**config.mk**
```make
export PLATFORM = sky130hd
export DESIGN_NAME = row_repair_matcher
export DESIGN_NICKNAME = d
export VERILOG_FILES = /design/src/rtl/rr_pkg.sv /design/src/rtl/rr_fuse_store.sv /design/src/rtl/rr_pick.sv /design/src/rtl/row_repair_matcher.sv
export SDC_FILE = /design/constraint.sdc
export NUM_CORES = 1
export LEC_CHECK = 0
export ABC_AREA = 1
export BUFFER_PORTS_ARGS = -buffer_cell sky130_fd_sc_hd__buf_4
export CORE_UTILIZATION = 55
export CTS_BUF_LIST = sky130_fd_sc_hd__clkbuf_8 sky130_fd_sc_hd__clkbuf_16
export CTS_CLUSTER_SIZE = 8
export DETAILED_ROUTE_END_ITERATION = 10
export PLACE_DENSITY = 0.87
export REMOVE_ABC_BUFFERS = 1
export SYNTH_ARGS = -nofsm -noshare
export SYNTH_HDL_FRONTEND = slang
export SYNTH_SLANG_ARGS = --single-unit
```
**constraint.sdc**
```tcl
create_clock -name clk -period 3.1 [get_ports clk]
set_input_delay 0.62 -clock clk [delete_from_list [all_inputs] [get_ports clk]]
set_output_delay 0.62 -clock clk [all_outputs]
set_load 0.03 [all_outputs]
```
**src/rtl/rr_pkg.sv**
```systemverilog
package rr_pkg;
    localparam int RR_BANKS     = 16;
    localparam int RR_SLOTS     = 4;
    localparam int RR_SETS      = 27;
    localparam int RR_ADDR_W    = 12;
    localparam int RR_BANK_W    = $clog2(RR_BANKS);
    localparam int RR_MAP_W     = $clog2(RR_SLOTS);

    typedef enum logic {
        RR_COLD  = 1'b0,
        RR_ARMED = 1'b1
    } rr_phase_e;
endpackage

```
**src/rtl/rr_fuse_store.sv**
```systemverilog
module rr_fuse_store #(
    parameter int NUM_SETS = 27,
    parameter int ADDR_W   = 12,
    parameter int MAP_W    = 2
) (
    input  logic                        clk,
    input  logic                        rst_n,
    input  logic                        load,
    input  logic [NUM_SETS-1:0]         fuse_en_i,
    input  logic [NUM_SETS*ADDR_W-1:0]  fuse_addr_i,
    input  logic [NUM_SETS*MAP_W-1:0]   fuse_map_i,
    input  logic [ADDR_W-1:0]           row_addr_i,
    output logic [NUM_SETS-1:0]         match_o,
    output logic [NUM_SETS*(1<<MAP_W)-1:0] sel_o
);
    localparam int NSP = 1 << MAP_W;

    typedef struct packed {
        logic [NUM_SETS-1:0]             en;
        logic [NUM_SETS-1:0][ADDR_W-1:0] addr;
        logic [NUM_SETS-1:0][NSP-1:0]    sel;
    } store_t;

    store_t st_d, st_q;

    // Capture and one-hot expansion of slot codes happen only on load.
    always_comb begin
        st_d = st_q;
        if (load) begin
            for (int s = 0; s < NUM_SETS; s++) begin
                st_d.en[s]   = fuse_en_i[s];
                st_d.addr[s] = fuse_addr_i[s*ADDR_W +: ADDR_W];
                st_d.sel[s]  = '0;
                st_d.sel[s][fuse_map_i[s*MAP_W +: MAP_W]] = 1'b1;
            end
        end
    end

    always_ff @(posedge clk) begin
        if (!rst_n) st_q <= '0;
        else        st_q <= st_d;
    end

    generate
        for (genvar g = 0; g < NUM_SETS; g++) begin : g_cmp
            assign match_o[g]           = st_q.en[g] && (st_q.addr[g] == row_addr_i);
            assign sel_o[g*NSP +: NSP]  = st_q.sel[g];
        end
    endgenerate
endmodule

```
**src/rtl/rr_pick.sv**
```systemverilog
module rr_pick #(
    parameter int NUM_SETS = 27,
    parameter int MAP_W    = 2
) (
    input  logic [NUM_SETS-1:0]            match_i,
    input  logic [NUM_SETS*(1<<MAP_W)-1:0] sel_i,
    output logic                           any_o,
    output logic                           multi_o,
    output logic [MAP_W-1:0]               slot_o
);
    localparam int NSP = 1 << MAP_W;

    logic [NSP-1:0] win_sel;

    // Scan from the top down so the lowest matching index is written last.
    always_comb begin
        win_sel = '0;
        for (int s = NUM_SETS - 1; s >= 0; s--) begin
            if (match_i[s]) win_sel = sel_i[s*NSP +: NSP];
        end
        slot_o = '0;
        for (int k = 0; k < NSP; k++) begin
            if (win_sel[k]) slot_o = MAP_W'(k);
        end
        any_o   = |match_i;
        multi_o = (match_i & (match_i - NUM_SETS'(1))) != '0;
    end
endmodule

```
**src/rtl/row_repair_matcher.sv**
```systemverilog
module row_repair_matcher
    import rr_pkg::*;
#(
    parameter int NUM_SETS = RR_SETS,
    parameter int ADDR_W   = RR_ADDR_W,
    parameter int BANK_W   = RR_BANK_W,
    parameter int MAP_W    = RR_MAP_W
) (
    input  logic                        clk,
    input  logic                        rst_n,
    input  logic [NUM_SETS-1:0]         fuse_en,
    input  logic [NUM_SETS*ADDR_W-1:0]  fuse_addr,
    input  logic [NUM_SETS*MAP_W-1:0]   fuse_map,
    input  logic                        init_strobe,
    input  logic                        row_valid,
    input  logic [ADDR_W-1:0]           row_addr,
    output logic                        normal_wl_en,
    output logic                        spare_hit,
    output logic [BANK_W+MAP_W-1:0]     spare_idx,
    output logic                        multi_hit
);
    localparam int IDX_W = BANK_W + MAP_W;
    localparam int NSP   = 1 << MAP_W;

    typedef struct packed {
        rr_phase_e        phase;
        logic             nwl;
        logic             hit;
        logic [IDX_W-1:0] idx;
        logic             multi;
    } state_t;

    state_t s_d, s_q;

    logic [NUM_SETS-1:0]     match_w;
    logic [NUM_SETS*NSP-1:0] sel_w;
    logic                    any_w;
    logic                    multi_w;
    logic [MAP_W-1:0]        slot_w;
    logic                    armed_w;

    rr_fuse_store #(
        .NUM_SETS (NUM_SETS),
        .ADDR_W   (ADDR_W),
        .MAP_W    (MAP_W)
    ) u_store (
        .clk         (clk),
        .rst_n       (rst_n),
        .load        (init_strobe),
        .fuse_en_i   (fuse_en),
        .fuse_addr_i (fuse_addr),
        .fuse_map_i  (fuse_map),
        .row_addr_i  (row_addr),
        .match_o     (match_w),
        .sel_o       (sel_w)
    );

    rr_pick #(
        .NUM_SETS (NUM_SETS),
        .MAP_W    (MAP_W)
    ) u_pick (
        .match_i (match_w),
        .sel_i   (sel_w),
        .any_o   (any_w),
        .multi_o (multi_w),
        .slot_o  (slot_w)
    );

    assign armed_w = (s_q.phase == RR_ARMED);

    always_comb begin
        s_d       = s_q;
        s_d.nwl   = 1'b0;
        s_d.hit   = 1'b0;
        s_d.idx   = '0;
        s_d.multi = 1'b0;
        if (init_strobe) s_d.phase = RR_ARMED;
        if (row_valid) begin
            if (armed_w && any_w) begin
                s_d.hit   = 1'b1;
                s_d.idx   = {row_addr[ADDR_W-1 -: BANK_W], slot_w};
                s_d.multi = multi_w;
            end else begin
                s_d.nwl   = 1'b1;
            end
        end
    end

    always_ff @(posedge clk) begin
        if (!rst_n) s_q <= '{phase: RR_COLD, nwl: 1'b0, hit: 1'b0, idx: '0, multi: 1'b0};
        else        s_q <= s_d;
    end

    assign normal_wl_en = s_q.nwl;
    assign spare_hit    = s_q.hit;
    assign spare_idx    = s_q.idx;
    assign multi_hit    = s_q.multi;
endmodule

```
==> flow_metrics.py <==
metrics = {
    "status": {
        "status": "finished clean",
    },
    "setup_path": {
        "critPathLaunchType": "primary input",
        "arrival_ns": 3.22,
        "reg2reg_to": "multi_hit$_SDFF_PN0_",
        "path_class": "primary input to flop",
        "end_kind": "flop",
        "crit_end": "multi_hit$_SDFF_PN0_",
        "worstPathMaxFanout": 20,
        "rrSetupSlack_ns": 0.41,
        "reg2regPathDepth": 18,
        "cp.required_ns": 3.60,
        "r2r-start": "u_store.st_q[153]$_SDFFE_PN0P_",
        "cp-startpoint": "row_addr[5]",
    },
    "grt": {
        "antenna_found_initial": 0,
        "grt_pass1_vias": 22020,
        "grt-ovfl-total": 0,
        "grt_usage_pct": 39.38,
        "grt_start_max_net_pins": 147,
        "grt_pass1_wl_microns": 118500,
    },
    "placement": {
        "pre_cts_slack_ns": -0.1623,
        "gp_congestion": 0.9893,
        "io_buffers": 429,
        "hpwlAfterDp_microns": 56010,
    },
    "floorplanning": {
        "die_h_microns": 196.8,
        "fp-row-count": 70,
        "io_pins": 430,
        "die_x_microns": 196.8,
        "start_util_pct": 56.46,
        "design.die.area_sq_mm": 0.03873,
        "core_sq_mm": 0.03696,
    },
    "synth": {
        "synth_top_area_share_pct": 42.40,
        "synth-edff-count": 0,
        "synth_seq_cells": 442,
        "synth_top_cell_by_area": "dfxtp_1",
        "async_reset_ff_share_pct": 0,
        "yosys_most_used_dff": "dfxtp_1",
        "synth_cells": 2938,
        "synth_most_common_cell": "nor2_1",
        "synthTopCellsByArea": "dfxtp_1, o21ai_0, nor2_1, nand2_1, a21oi_1",
        "ys_top_cells_by_count": "nor2_1, dfxtp_1, o21ai_0",
        "synth_seq_area_share_pct": 42.40,
        "ys_warn_count": 0,
        "avgSynthCellArea_sq_um": 7.103,
        "mappedNetlistArea_sq_mm": 0.02087,
        "synth_cell_types": 50,
    },
    "routing": {
        "vias_per_cell": 5.856,
        "initialDrtViolationCount": 2149,
        "drc_errors": 0,
        "wirelength_microns": 78300,
        "firstDrtPassIters": 6,
        "post_drt_wl_per_cell_microns": 20.25,
        "vias": 22640,
        "postRouteAntennaNets": 0,
    },
    "timing": {
        "finalSetupTns_ns": 0,
        "fmax_mhz": 366.9,
        "relSlewSlack_pct": 45.23,
        "fin_skew_ns": 0.01356,
        "max_slew.worst_pin.slew_ns": 0.8206,
        "hold_violations": 0,
        "period_minus_slack_ns": 2.725,
        "min_period_over_period_pct": 87.92,
        "drv_slew": 0,
        "rsz0062_at_grt": "false",
        "setup_viol": 0,
        "setup_ws_ns": 0.3745,
    },
    "min_path": {
        "holdCritStartpoint": "fuse_addr[90]",
        "hold_class": "primary input to flop",
    },
    "pwr": {
        "p_switching_uw": 3849,
        "switching_share_pct": 26.80,
        "intPower_uw": 10510,
        "power_frac_seq_pct": 44.0,
        "clock_power_share_pct": 41.4,
        "power_density_mw_per_mm2": 536.3,
        "peakVddDrop_uv": 430.5,
        "p_leak_uw": 0.01225,
        "combPwrFrac_pct": 14.6,
    },
    "clock_tree": {
        "post_cts_buffers": 0,
        "clk_latency_ns": 0.62,
        "numClockSinks": 442,
        "cts_tree": "done",
        "root_buffer": "clkbuf_16",
        "cts_resized": 0,
        "clock_path_buffers": 3,
        "clk_pin_slew_ns": 0.05,
        "holdBufCountCts": 0,
        "numCtsBuffers": 61,
        "htreeDepth": 2,
    },
    "finish": {
        "layout-drive-gt1-share_pct": 19.69,
        "syn2layout_area_growth_pct": 28.32,
        "antennaDiodeCount": 0,
        "nets": 3780,
    },
    "job": {
        "drv_cap": 0,
    },
}
-- area by class of cell --
type,count,area (sq um)
Multi-Input combinational cell,2058,10160
Fill cell,2921,10180
Sequential cell,442,8848
Inverter,243,929.6
Tap cell,504,630.6
Timing Repair Buffer,553,4602
Clock inverter,4,71.32
Clock buffer,62,1540
-- worst min-delay path by stage --
stage	to	slack (ns)	depth (start not counted)
after floorplan	u_store.st_q[457]$_SDFFE_PN0P_	0.43	2
after global placement	u_store.st_q[436]$_SDFFE_PN0P_	0.45	2
after detailed placement	u_store.sel_o[21]$_SDFFE_PN0P_	0.46	2
after CTS	u_store.st_q[225]$_SDFFE_PN0P_	0.20	3
after global routing	u_store.st_q[162]$_SDFFE_PN0P_	0.23	3
final	u_store.st_q[198]$_SDFFE_PN0P_	0.23	3
-- kinds of logic after synthesis --
| kind of cell | synth area share (%) |
|---|---|
| AOI/OAI and AO/OA | 22.06 |
| xor gates and xnor gates | 4.617 |
| buffers and inverters | 8.927 |
| DFF | 42.40 |
| muxes | 0.05396 |
| and+or+nand+nor | 21.94 |
-- per-stage QoR --
step / total power [uW] / hold WS [ns] / cells / area, sq um / utilization [%]
after floorplan: 7326 / 0.4337 / 2743 / 19930 / -
after global placement: 8388 / 0.4484 / 3800 / 25170 / 68.09
after detailed placement: 8447 / 0.4560 / 3800 / 25170 / 68.09
after CTS: 14310 / 0.2036 / 3866 / 26780 / 72.45
after global routing: 14800 / 0.2331 / 3866 / 26780 / 72.45
final: 14360 / 0.2268 / 3866 / 26780 / 72.45
-- critical path, cell delays in order --
cell,delay (ns)
buf_4,0.15
inv_4,0.25
buf_4,0.20
nand2_1,0.05
nand4_1,0.10
nor4_2,0.04
nand4_1,0.16
buf_4,0.20
nand2_1,0.14
inv_1,0.11
o21ai_0,0.12
o21ai_0,0.09
o21ai_0,0.16
nor2_1,0.15
o211ai_1,0.09
nor3_1,0.26
nand4_1,0.15
nor2_1,0.11
nor2_1,0.04
-- power groups by stage --
stage | combinational (uW) | sequential, uW | clock [uW]
final | 2100 | 6320 | 5940
after CTS | 2060 | 6300 | 5950
after floorplan | 999 | 6330 | 0
after global placement | 1990 | 6390 | 0
after global routing | 2270 | 6330 | 6190
after detailed placement | 2040 | 6410 | 0
-- registers in the layout, indices dropped and copies added (netlist names) --
register	count
armed_w	1
multi_hit	1
normal_wl_en	1
spare_hit	1
spare_idx	6
u_store.sel_o	81
u_store.st_q	351
-- metal layers --
layer	part of all wire, %	track usage [%]
met1	38	47.28
met5	0	0
met4	6.5	25.01
met3	9.6	7.461
met2	46	64.85
-- cells in the final DEF (no fill, tap or decap), types with 2 or more instances in the layout --
cell / count
clkbuf_8: 3
nor2_1: 563
xor2_1: 52
nor2_2: 2
o221ai_1: 4
xnor2_1: 58
a211oi_1: 10
nand3_1: 91
o211a_1: 26
o21ai_1: 4
nor3b_1: 3
buf_12: 35
nor4_4: 3
nor2_4: 2
o31ai_1: 2
buf_4: 516
o21ai_0: 425
dfxtp_1: 442
a31oi_1: 8
nor4_2: 2
o22ai_1: 68
clkbuf_16: 61
o211ai_1: 9
nand2_1: 381
o21a_1: 5
a221oi_1: 12
nor3_1: 18
nand4_1: 17
nand4_2: 2
nand2_2: 8
a21oi_1: 240
clkinv_8: 2
or2_2: 2
o2111ai_1: 16
inv_1: 228
and3_1: 2
inv_2: 9
inv_4: 4
nor3_2: 4
nor4_1: 10
Note: power is estimated with default switching activity, not from simulation.
